===== config.mk =====
export PLATFORM = sky130hd
export DESIGN_NAME = prescaled_counter
export DESIGN_NICKNAME = d
export VERILOG_FILES = /design/src/rtl/pscnt_pkg.sv /design/src/rtl/pscnt_prescaler.sv /design/src/rtl/pscnt_high.sv /design/src/rtl/prescaled_counter.sv
export SDC_FILE = /design/constraint.sdc
export NUM_CORES = 1
export LEC_CHECK = 0
export BUFFER_PORTS_ARGS = -buffer_cell sky130_fd_sc_hd__buf_2
export CORE_UTILIZATION = 45
export DETAILED_ROUTE_END_ITERATION = 10
export PLACE_DENSITY = 0.71
export SLEW_MARGIN = 0
export SYNTH_ARGS = -nofsm -noshare
export SYNTH_HDL_FRONTEND = slang
export SYNTH_SLANG_ARGS = --single-unit

===== constraint.sdc =====
create_clock -name clk -period 2.1 [get_ports clk]
set_clock_uncertainty 0.1 [all_clocks]
set_input_delay 0.315 -clock clk [delete_from_list [all_inputs] [get_ports clk]]
set_output_delay 0.315 -clock clk [all_outputs]
set_load 0.01 [all_outputs]

===== src/rtl/pscnt_pkg.sv =====
package pscnt_pkg;

  localparam int PSC_MAX_W = 8;

  typedef logic [PSC_MAX_W-1:0] psc_vec_t;

  function automatic psc_vec_t psc_mask(int w);
    return psc_vec_t'((9'd1 << w) - 9'd1);
  endfunction

  // low section is at its terminal count (all ones)
  function automatic logic psc_at_tc(psc_vec_t v, int w);
    return (v & psc_mask(w)) == psc_mask(w);
  endfunction

  // low section is one step before its terminal count
  function automatic logic psc_before_tc(psc_vec_t v, int w);
    psc_vec_t m;
    m = psc_mask(w);
    return (v & m) == ((m - psc_vec_t'(1)) & m);
  endfunction

endpackage


===== src/rtl/pscnt_prescaler.sv =====
module pscnt_prescaler import pscnt_pkg::*; #(
  parameter int              PRE_W   = 2,
  parameter logic [PRE_W-1:0] INIT_LO = '0
) (
  input  logic             clk,
  input  logic             load,
  output logic [PRE_W-1:0] low_q,
  output logic             adv_q
);

  logic [PRE_W-1:0] low_nxt;
  psc_vec_t         low_ext;
  psc_vec_t         init_ext;
  logic             adv_d;

  always_comb begin
    low_ext = '0;
    low_ext[PRE_W-1:0] = low_q;
    init_ext = '0;
    init_ext[PRE_W-1:0] = INIT_LO;
  end

  assign low_nxt = low_q + PRE_W'(1);
  // decode one step ahead so the flag is registered and aligned with tc
  assign adv_d   = load ? psc_at_tc(init_ext, PRE_W) : psc_before_tc(low_ext, PRE_W);

  always_ff @(posedge clk) begin
    if (load) low_q <= INIT_LO;
    else      low_q <= low_nxt;
    adv_q <= adv_d;
  end

  // registered flag tracks the terminal count of the live value
  a_r4_adv_matches_tc: assert property (@(posedge clk) disable iff (load)
    adv_q == psc_at_tc(low_ext, PRE_W))
    else $error("a_r4_adv_matches_tc");

endmodule


===== src/rtl/pscnt_high.sv =====
module pscnt_high #(
  parameter int              HI_W    = 62,
  parameter logic [HI_W-1:0] INIT_HI = '0
) (
  input  logic            clk,
  input  logic            load,
  input  logic            adv,
  output logic [HI_W-1:0] hi_q
);

  logic [HI_W-1:0] hi_sum;

  // this adder only has to settle once per prescaler period
  assign hi_sum = hi_q + HI_W'(1);

  always_ff @(posedge clk) begin
    if (load)     hi_q <= INIT_HI;
    else if (adv) hi_q <= hi_sum;
  end

  // step by exactly one when enabled
  a_r3_step_on_adv: assert property (@(posedge clk) disable iff (load)
    adv |=> (hi_q - $past(hi_q)) == HI_W'(1))
    else $error("a_r3_step_on_adv");

  // hold otherwise
  a_r3_hold_without_adv: assert property (@(posedge clk) disable iff (load)
    !adv |=> $stable(hi_q))
    else $error("a_r3_hold_without_adv");

endmodule


===== src/rtl/prescaled_counter.sv =====
module prescaled_counter #(
  parameter int               CNT_W      = 64,
  parameter int               PRE_W      = 2,
  parameter logic [CNT_W-1:0] INIT_VALUE = '0
) (
  input  logic             clk,
  input  logic             rst,
  input  logic             clr,
  output logic [CNT_W-1:0] count
);

  localparam int HI_W = CNT_W - PRE_W;
  localparam logic [PRE_W-1:0] INIT_LO = INIT_VALUE[PRE_W-1:0];
  localparam logic [HI_W-1:0]  INIT_HI = INIT_VALUE[CNT_W-1:PRE_W];

  logic             load;
  logic             hi_adv;
  logic [PRE_W-1:0] low_val;
  logic [HI_W-1:0]  high_val;

  assign load = rst | clr;

  pscnt_prescaler #(.PRE_W(PRE_W), .INIT_LO(INIT_LO)) u_pre (
    .clk   (clk),
    .load  (load),
    .low_q (low_val),
    .adv_q (hi_adv)
  );

  pscnt_high #(.HI_W(HI_W), .INIT_HI(INIT_HI)) u_high (
    .clk  (clk),
    .load (load),
    .adv  (hi_adv),
    .hi_q (high_val)
  );

  assign count = {high_val, low_val};

  // plus one every free cycle, wrapping modulo 2^CNT_W
  a_r1_plus_one: assert property (@(posedge clk) disable iff (rst)
    !clr |=> (count - $past(count)) == CNT_W'(1))
    else $error("a_r1_plus_one");

  // reset loads the start value
  a_r5_reset_load: assert property (@(posedge clk)
    rst |=> count == INIT_VALUE)
    else $error("a_r5_reset_load");

  // clear loads the start value
  a_r6_clear_load: assert property (@(posedge clk) disable iff (rst)
    clr |=> count == INIT_VALUE)
    else $error("a_r6_clear_load");

  // all ones goes straight to zero
  a_r7_wrap_zero: assert property (@(posedge clk) disable iff (load)
    (&count) |=> count == '0)
    else $error("a_r7_wrap_zero");

endmodule


==> metrics.yaml, run 1 <==
clock_network:
  cts.sinks: 65
  cts_tree: "yes"
  clock_path_buffers: 2
  cts_root_buffer: "clkbuf_8"
  clkTransAtPathRegs_ps: 80
  cts_buffers: 9
  insertion_delay_ps: 350
  hold_buffers: 0
  cts_max_level: 3
global_route:
  antenna_found_initial: 0
  grt_overflow: 0
  grt_max_degree: 38
  grt_pass1_wl_um: 14700
  grt_pass1_vias: 3082
  grtUsageTotal_pct: 25.9
synth:
  syn_nets: 377
  ys_seq_area_share_pct: 42.1
  synth-simple-area-share_pct: 33.1
  synth-compound-area-share_pct: 14.0
  ys_types: 41
  syn_area_um2: 3090
  synth_edf_count: 0
  ys.flop_type: "dfxtp_1"
  async_flop_share_pct: 0
  avgSynthCellArea_um2: 8.30
  synthXorXnorAreaFrac_pct: 6.24
  synth_fa_ha_area_share_pct: 0.810
  synthCells: 372
  synth-seq-cells: 65
  synthMuxAreaShare_pct: 0.324
  yosys_warnings: 0
  synth_top_family_by_area: "simple AND/OR/NAND/NOR gates"
worst_setup_path:
  startpoint_type: "register"
  reg2reg_to: "u_high.hi_q[55]"
  cp.required_ps: 2290
  regToRegStartpoint: "u_high.hi_q[23]"
  path_max_fanout: 7
  critPathCapture: "u_high.hi_q[55]"
  crit_path_cell_trace: "nand4_1 -> buf_4 -> nor3_2 -> buf_4 -> nand4_1 -> buf_6 -> buf_4 -> or3_1 -> a21oi_2"
  slowest_delay_ps: 360
  arrival_ps: 2250
  cpMaxStageDelayCell: "or3_1"
  cp.depth: 9
  r2r_cells: 9
  startpoint: "u_high.hi_q[23]"
  crit_buf_inv: 4
  rrSetupSlack_ps: 40
  cp_common_cell: "buf_4"
  cpLargestDelayFamily: "simple AND/OR/NAND/NOR gates"
  endpoint_kind: "register"
  crit_type: "reg2reg"
floorplan:
  chipWidth_um: 84.9
  dieHeight_um: 84.9
  core-area_um2: 6490
  row_count: 29
  initial_core_util_pct: 47.6
  fp.dieArea_um2: 7200
  pin_count: 67
drt:
  vias_per_cell: 5.75
  vias: 3365
  postRouteAntennaNets: 0
  drc: 4
  drt-total-wl_um: 8990
  wl_per_cell_um: 15.4
  drt-pass1-iter-count: 8
  drt_iter0_markers: 138
flow_run:
  max_cap_viol_count: 0
status:
  status: "finished, violations left"
  failed_checks: "DRC"
pwr:
  ir_drop_uv: 446
  power_per_cell_area_nw_per_um2: 609
  leakage_uw: 0.00171
cells_and_area:
  nets: 508
  mostFrequentLayoutCells: "buf_2, buf_4, dfxtp_1"
  fillers: 536
  layout_commonest_cell: "buf_2"
  layout-drive-gt1-share_pct: 38.6
  final_cells: 585
  n_antenna_cell: 0
  areaGrowthSynthToFinish_pct: 41.3
place:
  place_inst: 552
  gp_congestion: 0.856
  port-buffer-count: 66
  dp_hpwl_um: 6190
sta:
  slew_viol_final: 0
  max_freq_mhz: 486
  slew_headroom_pct: 45.5
  period_needed_ps: 2060
  rsz0062_at_grt: "yes"
  holdWs_ps: 289
  period_share_pct: 98.1
  setup_viol: 0
  final-hold-violation-count: 0
  worst_pin_slew_ps: 817
min_path:
  hp-class: "in2reg"
state kept, by name, summed over array words and instances (netlist names):
name	flops
u_high.hi_q	62
u_pre.adv_q	1
u_pre.low_q	2
report_power, final:
part / internal [uW] / switching (uW)
sequential: 1230 / 1.57
clock: 887 / 503
combinational: 12.3 / 29.2
metal layers:
| layer | vias to the layer above | global-route usage (%) | share of wire, % |
|---|---|---|---|
| li1 | 1643 | - | - |
| met1 | 1589 | 34.1 | 45 |
| met2 | 117 | 42.1 | 47 |
| met3 | 16 | 5.06 | 6.3 |
| met4 | 0 | 10.0 | 1.9 |
| met5 | - | 0 | 0 |
how the worst min path moves through the flow:
| stage | startpoint | end | slack, ps | cells past startpoint |
|---|---|---|---|---|
| after detailed placement | u_pre.low_q[0] | u_pre.low_q[0] | 340 | 1 |
| after CTS | rst | u_high.hi_q[45] | 280 | 4 |
| final | rst | u_high.hi_q[45] | 290 | 4 |
| after global routing | clr | u_high.hi_q[31] | 310 | 4 |
| after global placement | u_pre.low_q[0] | u_pre.low_q[0] | 330 | 1 |
| after floorplan | u_pre.low_q[0] | u_pre.low_q[0] | 350 | 1 |
repair_timing:
action | in CTS | in global routing
pin swaps | 3 | 8
buffers inserted | 3 | 13
hold endpoints to repair | 0 | 0
gates resized for setup | 3 | 23
cloned | 0 | 1
endpoints found under the setup margin | 7 | 21
synthesized netlist by cell type, types with 2 or more instances:
| master | number | area [um2] |
|---|---|---|
| a21boi_0 | 2 | 15.0 |
| a21oi_1 | 34 | 170 |
| a31oi_1 | 2 | 12.5 |
| a41o_1 | 2 | 20.0 |
| and2_1 | 2 | 12.5 |
| and3_1 | 3 | 18.8 |
| and4_1 | 6 | 52.6 |
| buf_2 | 4 | 20.0 |
| buf_6 | 2 | 22.5 |
| clkbuf_1 | 8 | 30.0 |
| dfxtp_1 | 65 | 1300 |
| ha_1 | 2 | 25.0 |
| inv_1 | 7 | 26.3 |
| nand2_1 | 28 | 105 |
| nand3_1 | 22 | 110 |
| nand4_1 | 25 | 156 |
| nand4b_1 | 2 | 17.5 |
| nor2_1 | 39 | 146 |
| nor3_1 | 7 | 35.0 |
| nor3b_1 | 2 | 15.0 |
| nor4_1 | 7 | 43.8 |
| o21a_1 | 2 | 15.0 |
| o21ai_0 | 23 | 115 |
| o31ai_1 | 10 | 75.1 |
| or3_1 | 20 | 125 |
| or4_1 | 11 | 82.6 |
| xnor2_1 | 10 | 87.6 |
| xor2_1 | 12 | 105 |
worst register-to-register path, stage by stage, from the launching register on:
cell and delay (ps):
dfxtp_2 350, nand4_1 130, buf_4 170, nor3_2 150, buf_4 140, nand4_1 140
buf_6 180, buf_4 150, or3_1 360, a21oi_2 140
cells by family (layout without fill, tap and decap cells):
logic type / count (synthesis) / in the layout
AO/OA/AOI/OAI: 76 / 76
XOR/XNOR: 22 / 22
adder cells (fa/ha/maj): 2 / 2
buffers and inverters: 22 / 158
flip-flops: 65 / 65
multiplexers: 1 / 1
AND/OR/NAND/NOR: 184 / 184
metrics by stage:
stage	instance area [um2]	total power, uW	setup WS (ps)	setup TNS [ps]	utilization, %
floorplan	3140	1280	44.9	0	-
CTS	4180	2670	12.2	0	64.4
global placement	3880	1300	0.571	0	59.8
finish	4360	2660	40.5	0	67.2
global route	4360	2740	-86.6	-231	67.2
detailed placement	3880	1300	-71.9	-126	59.8
layout make-up:
class                   instances  area (um2)  area share, %
clock inverters                 4        97.6           2.24
flip-flops and latches         65        1340           30.7
multi-input cells             285        1780           40.7
inverters                       7        26.3          0.602
clock buffers                  12         165           3.78
repair buffers                135         862           19.8
well taps                      77        96.3           2.21
No activity file was read; power rests on OpenSTA's default activity.
==> inputs of run 2 (changes only) <==
==> constraint.sdc (replaced) <==
create_clock -name clk -period 2.1 [get_ports clk]
set_clock_uncertainty 0.1 [all_clocks]
set_input_delay 0.315 -clock clk [delete_from_list [all_inputs] [get_ports clk]]
set_output_delay 0.315 -clock clk [all_outputs]
set_load 0.05 [all_outputs]
==> metrics.yaml, run 2 (synthesis gave the netlist of run 1 again) <==
cells_and_area:
  final_cells: 566  # -3.2%
  top_regs: "u_high.hi_q (62), u_pre.low_q (2), u_pre.adv_q (1)"
  mostFrequentLayoutCells: "buf_2, buf_4, nor2_1"
  layout-drive-gt1-share_pct: 41.3  # +2.7 points
  nets: 489  # -3.7%
  layout_commonest_cell: "buf_2"
  n_antenna_cell: 0  # unchanged
  regMostFlops: "u_high.hi_q"
  fillers: 569  # +6.2%
  multi_input_area_um2: 1760  # -1.1%
  regArea_um2: 1410  # +4.9%
  areaGrowthSynthToFinish_pct: 35.8
  largest_reg_flops: 62  # unchanged
sta:
  final-hold-violation-count: 0  # unchanged
  slew_viol_final: 0  # unchanged
  slew_headroom_pct: 55.8  # +10 points
  setup_tns_ps: 0  # unchanged
  period_needed_ps: 2050  # -8.28 ps
  max_freq_mhz: 488  # +0.40%
  period_share_pct: 97.7  # -0.39 points
  worst_pin_slew_ps: 663  # -154 ps
  setup_viol: 0  # unchanged
  rsz0062_at_grt: "yes"
  postLayoutSetupSlackWorst_ps: 48.8  # +8.28 ps
drt:
  postRouteAntennaNets: 0  # unchanged
  wl_per_cell_um: 15.6  # +1.8%
  drt-total-wl_um: 8850  # -1.5%
  vias: 3298  # -2.0%
  vias_per_cell: 5.83  # +1.3%
  drt-pass1-iter-count: 8  # unchanged
  drt_iter0_markers: 145  # +5.1%
  drc: 4  # unchanged
worst_setup_path:
  crit_type: "reg2reg"
  cpMaxStageDelayCell: "or4_1"
  cp_common_cell: "nand4_1"
  cpLargestDelayFamily: "simple AND/OR/NAND/NOR gates"
  cp.depth: 6  # -3
  path_max_fanout: 6  # -1
  arrival_ps: 2240  # about the same
  startpoint_type: "register"
  cp.required_ps: 2290  # about the same
  endpoint_kind: "register"
  slowest_delay_ps: 550  # +190 ps
  crit_buf_inv: 1  # -3
  crit_path_cell_trace: "nand4_1 -> buf_4 -> nor3_4 -> nand4_1 -> or4_1 -> a21oi_1"
  r2r_cells: 6  # -3
clock_network:
  cts_root_buffer: "clkbuf_8"
  insertion_delay_ps: 350  # about the same
  clkTransAtPathRegs_ps: 70  # about the same
  cts_max_level: 3  # unchanged
  clock_path_buffers: 2  # unchanged
  cts.sinks: 65  # unchanged
  cts_buffers: 9  # unchanged
  hold_buffers: 0  # unchanged
  cts_tree: "yes"
global_route:
  antenna_found_initial: 0  # unchanged
  grt_max_degree: 33  # -13%
  grt_pass1_wl_um: 14200  # -3.5%
  grt_pass1_vias: 2901  # -5.9%
  grtUsageTotal_pct: 25.3  # -0.55 points
  grt_overflow: 0  # unchanged
place:
  dp_hpwl_um: 6200  # +0.23%
  post-place-ws_ps: -47.3  # +24.6 ps
  gp_congestion: 0.809  # -5.5%
  port-buffer-count: 66  # unchanged
  place_inst: 538  # -2.5%
pwr:
  power_per_cell_area_nw_per_um2: 557  # -8.6%
  ir_drop_uv: 415  # -7.0%
  leakage_uw: 0.00159  # -7.0%
status:
  failed_checks: "DRC"
  status: "finished, violations left"
floorplan:
  initial_core_util_pct: 47.6  # unchanged
  fp.dieArea_um2: 7200  # unchanged
  dieHeight_um: 84.9  # unchanged
  core-area_um2: 6490  # unchanged
  row_count: 29  # unchanged
  pin_count: 67  # unchanged
  chipWidth_um: 84.9  # unchanged
min_path:
  hp-class: "in2reg"
  min_path_cells: 3  # -1
flow_run:
  max_cap_viol_count: 0  # unchanged
-- run 2: changes by cell type in the layout (fill, tap and decap cells not counted), moves of 3 or more --
| cell | delta |
|---|---|
| buf_4 | -17 |
| dfxtp_1 | -30 |
| bufinv_16 | -3 |
| dfxtp_2 | +19 |
| dfxtp_4 | +11 |
-- run 2: tightest hold or removal path, cell delays in order --
cell and delay [ps]:
buf_2 90, nor2_1 140, o21a_1 140
-- run 2: power breakdown --
group	total [uW]	internal [uW]	switching (uW)
sequential	1210	1210	1.60
clock	1080	597	483
combinational	43.7	9.73	34.0
-- run 2: layer usage --
| layer | wire length, um | global-route usage, % | vias up |
|---|---|---|---|
| li1 | - | - | 1611 |
| met1 | 4070 | 34.5 | 1553 |
| met2 | 4060 | 38.5 | 104 |
| met3 | 459 | 4.77 | 30 |
| met4 | 265 | 12.9 | 0 |
| met5 | 0 | 0 | - |
-- run 2: path summary, 6_finish.rpt --
check / from / end / slack (ps)
max: u_high.hi_q[27] / u_high.hi_q[56] / 50
min: rst / u_high.hi_q[45] / 270
max reg2reg: u_high.hi_q[27] / u_high.hi_q[56] / 50
min reg2reg: u_pre.low_q[0] / u_pre.low_q[0] / 360
-- run 2: cell type report --
type	count	share of cell area, %
Multi-Input combinational cell	285	41.8
Clock inverter	1	0.119
Tap cell	77	2.30
Timing Repair Buffer	116	16.9
Sequential cell	65	33.5
Inverter	7	0.626
Clock buffer	15	4.71
-- run 2: stage by stage --
stage	utilization (%)	power [uW]	instance area (um2)	hold slack [ps]
6_report	64.6	2340	4200	269
5_1_grt	64.6	2420	4200	271
4_1_cts	62.4	2350	4050	260
3_5_place_dp	59.1	1290	3840	354
3_3_place_gp	59.1	1280	3840	320
2_1_floorplan	-	1270	3220	413
-- run 2: timing repair --
item | in CTS | in global routing
endpoints found under the hold margin | 0 | 0
setup buffers | 1 | 11
endpoints found under the setup margin | 4 | 16
pin swaps | 1 | 13
resized for setup | 0 | 17
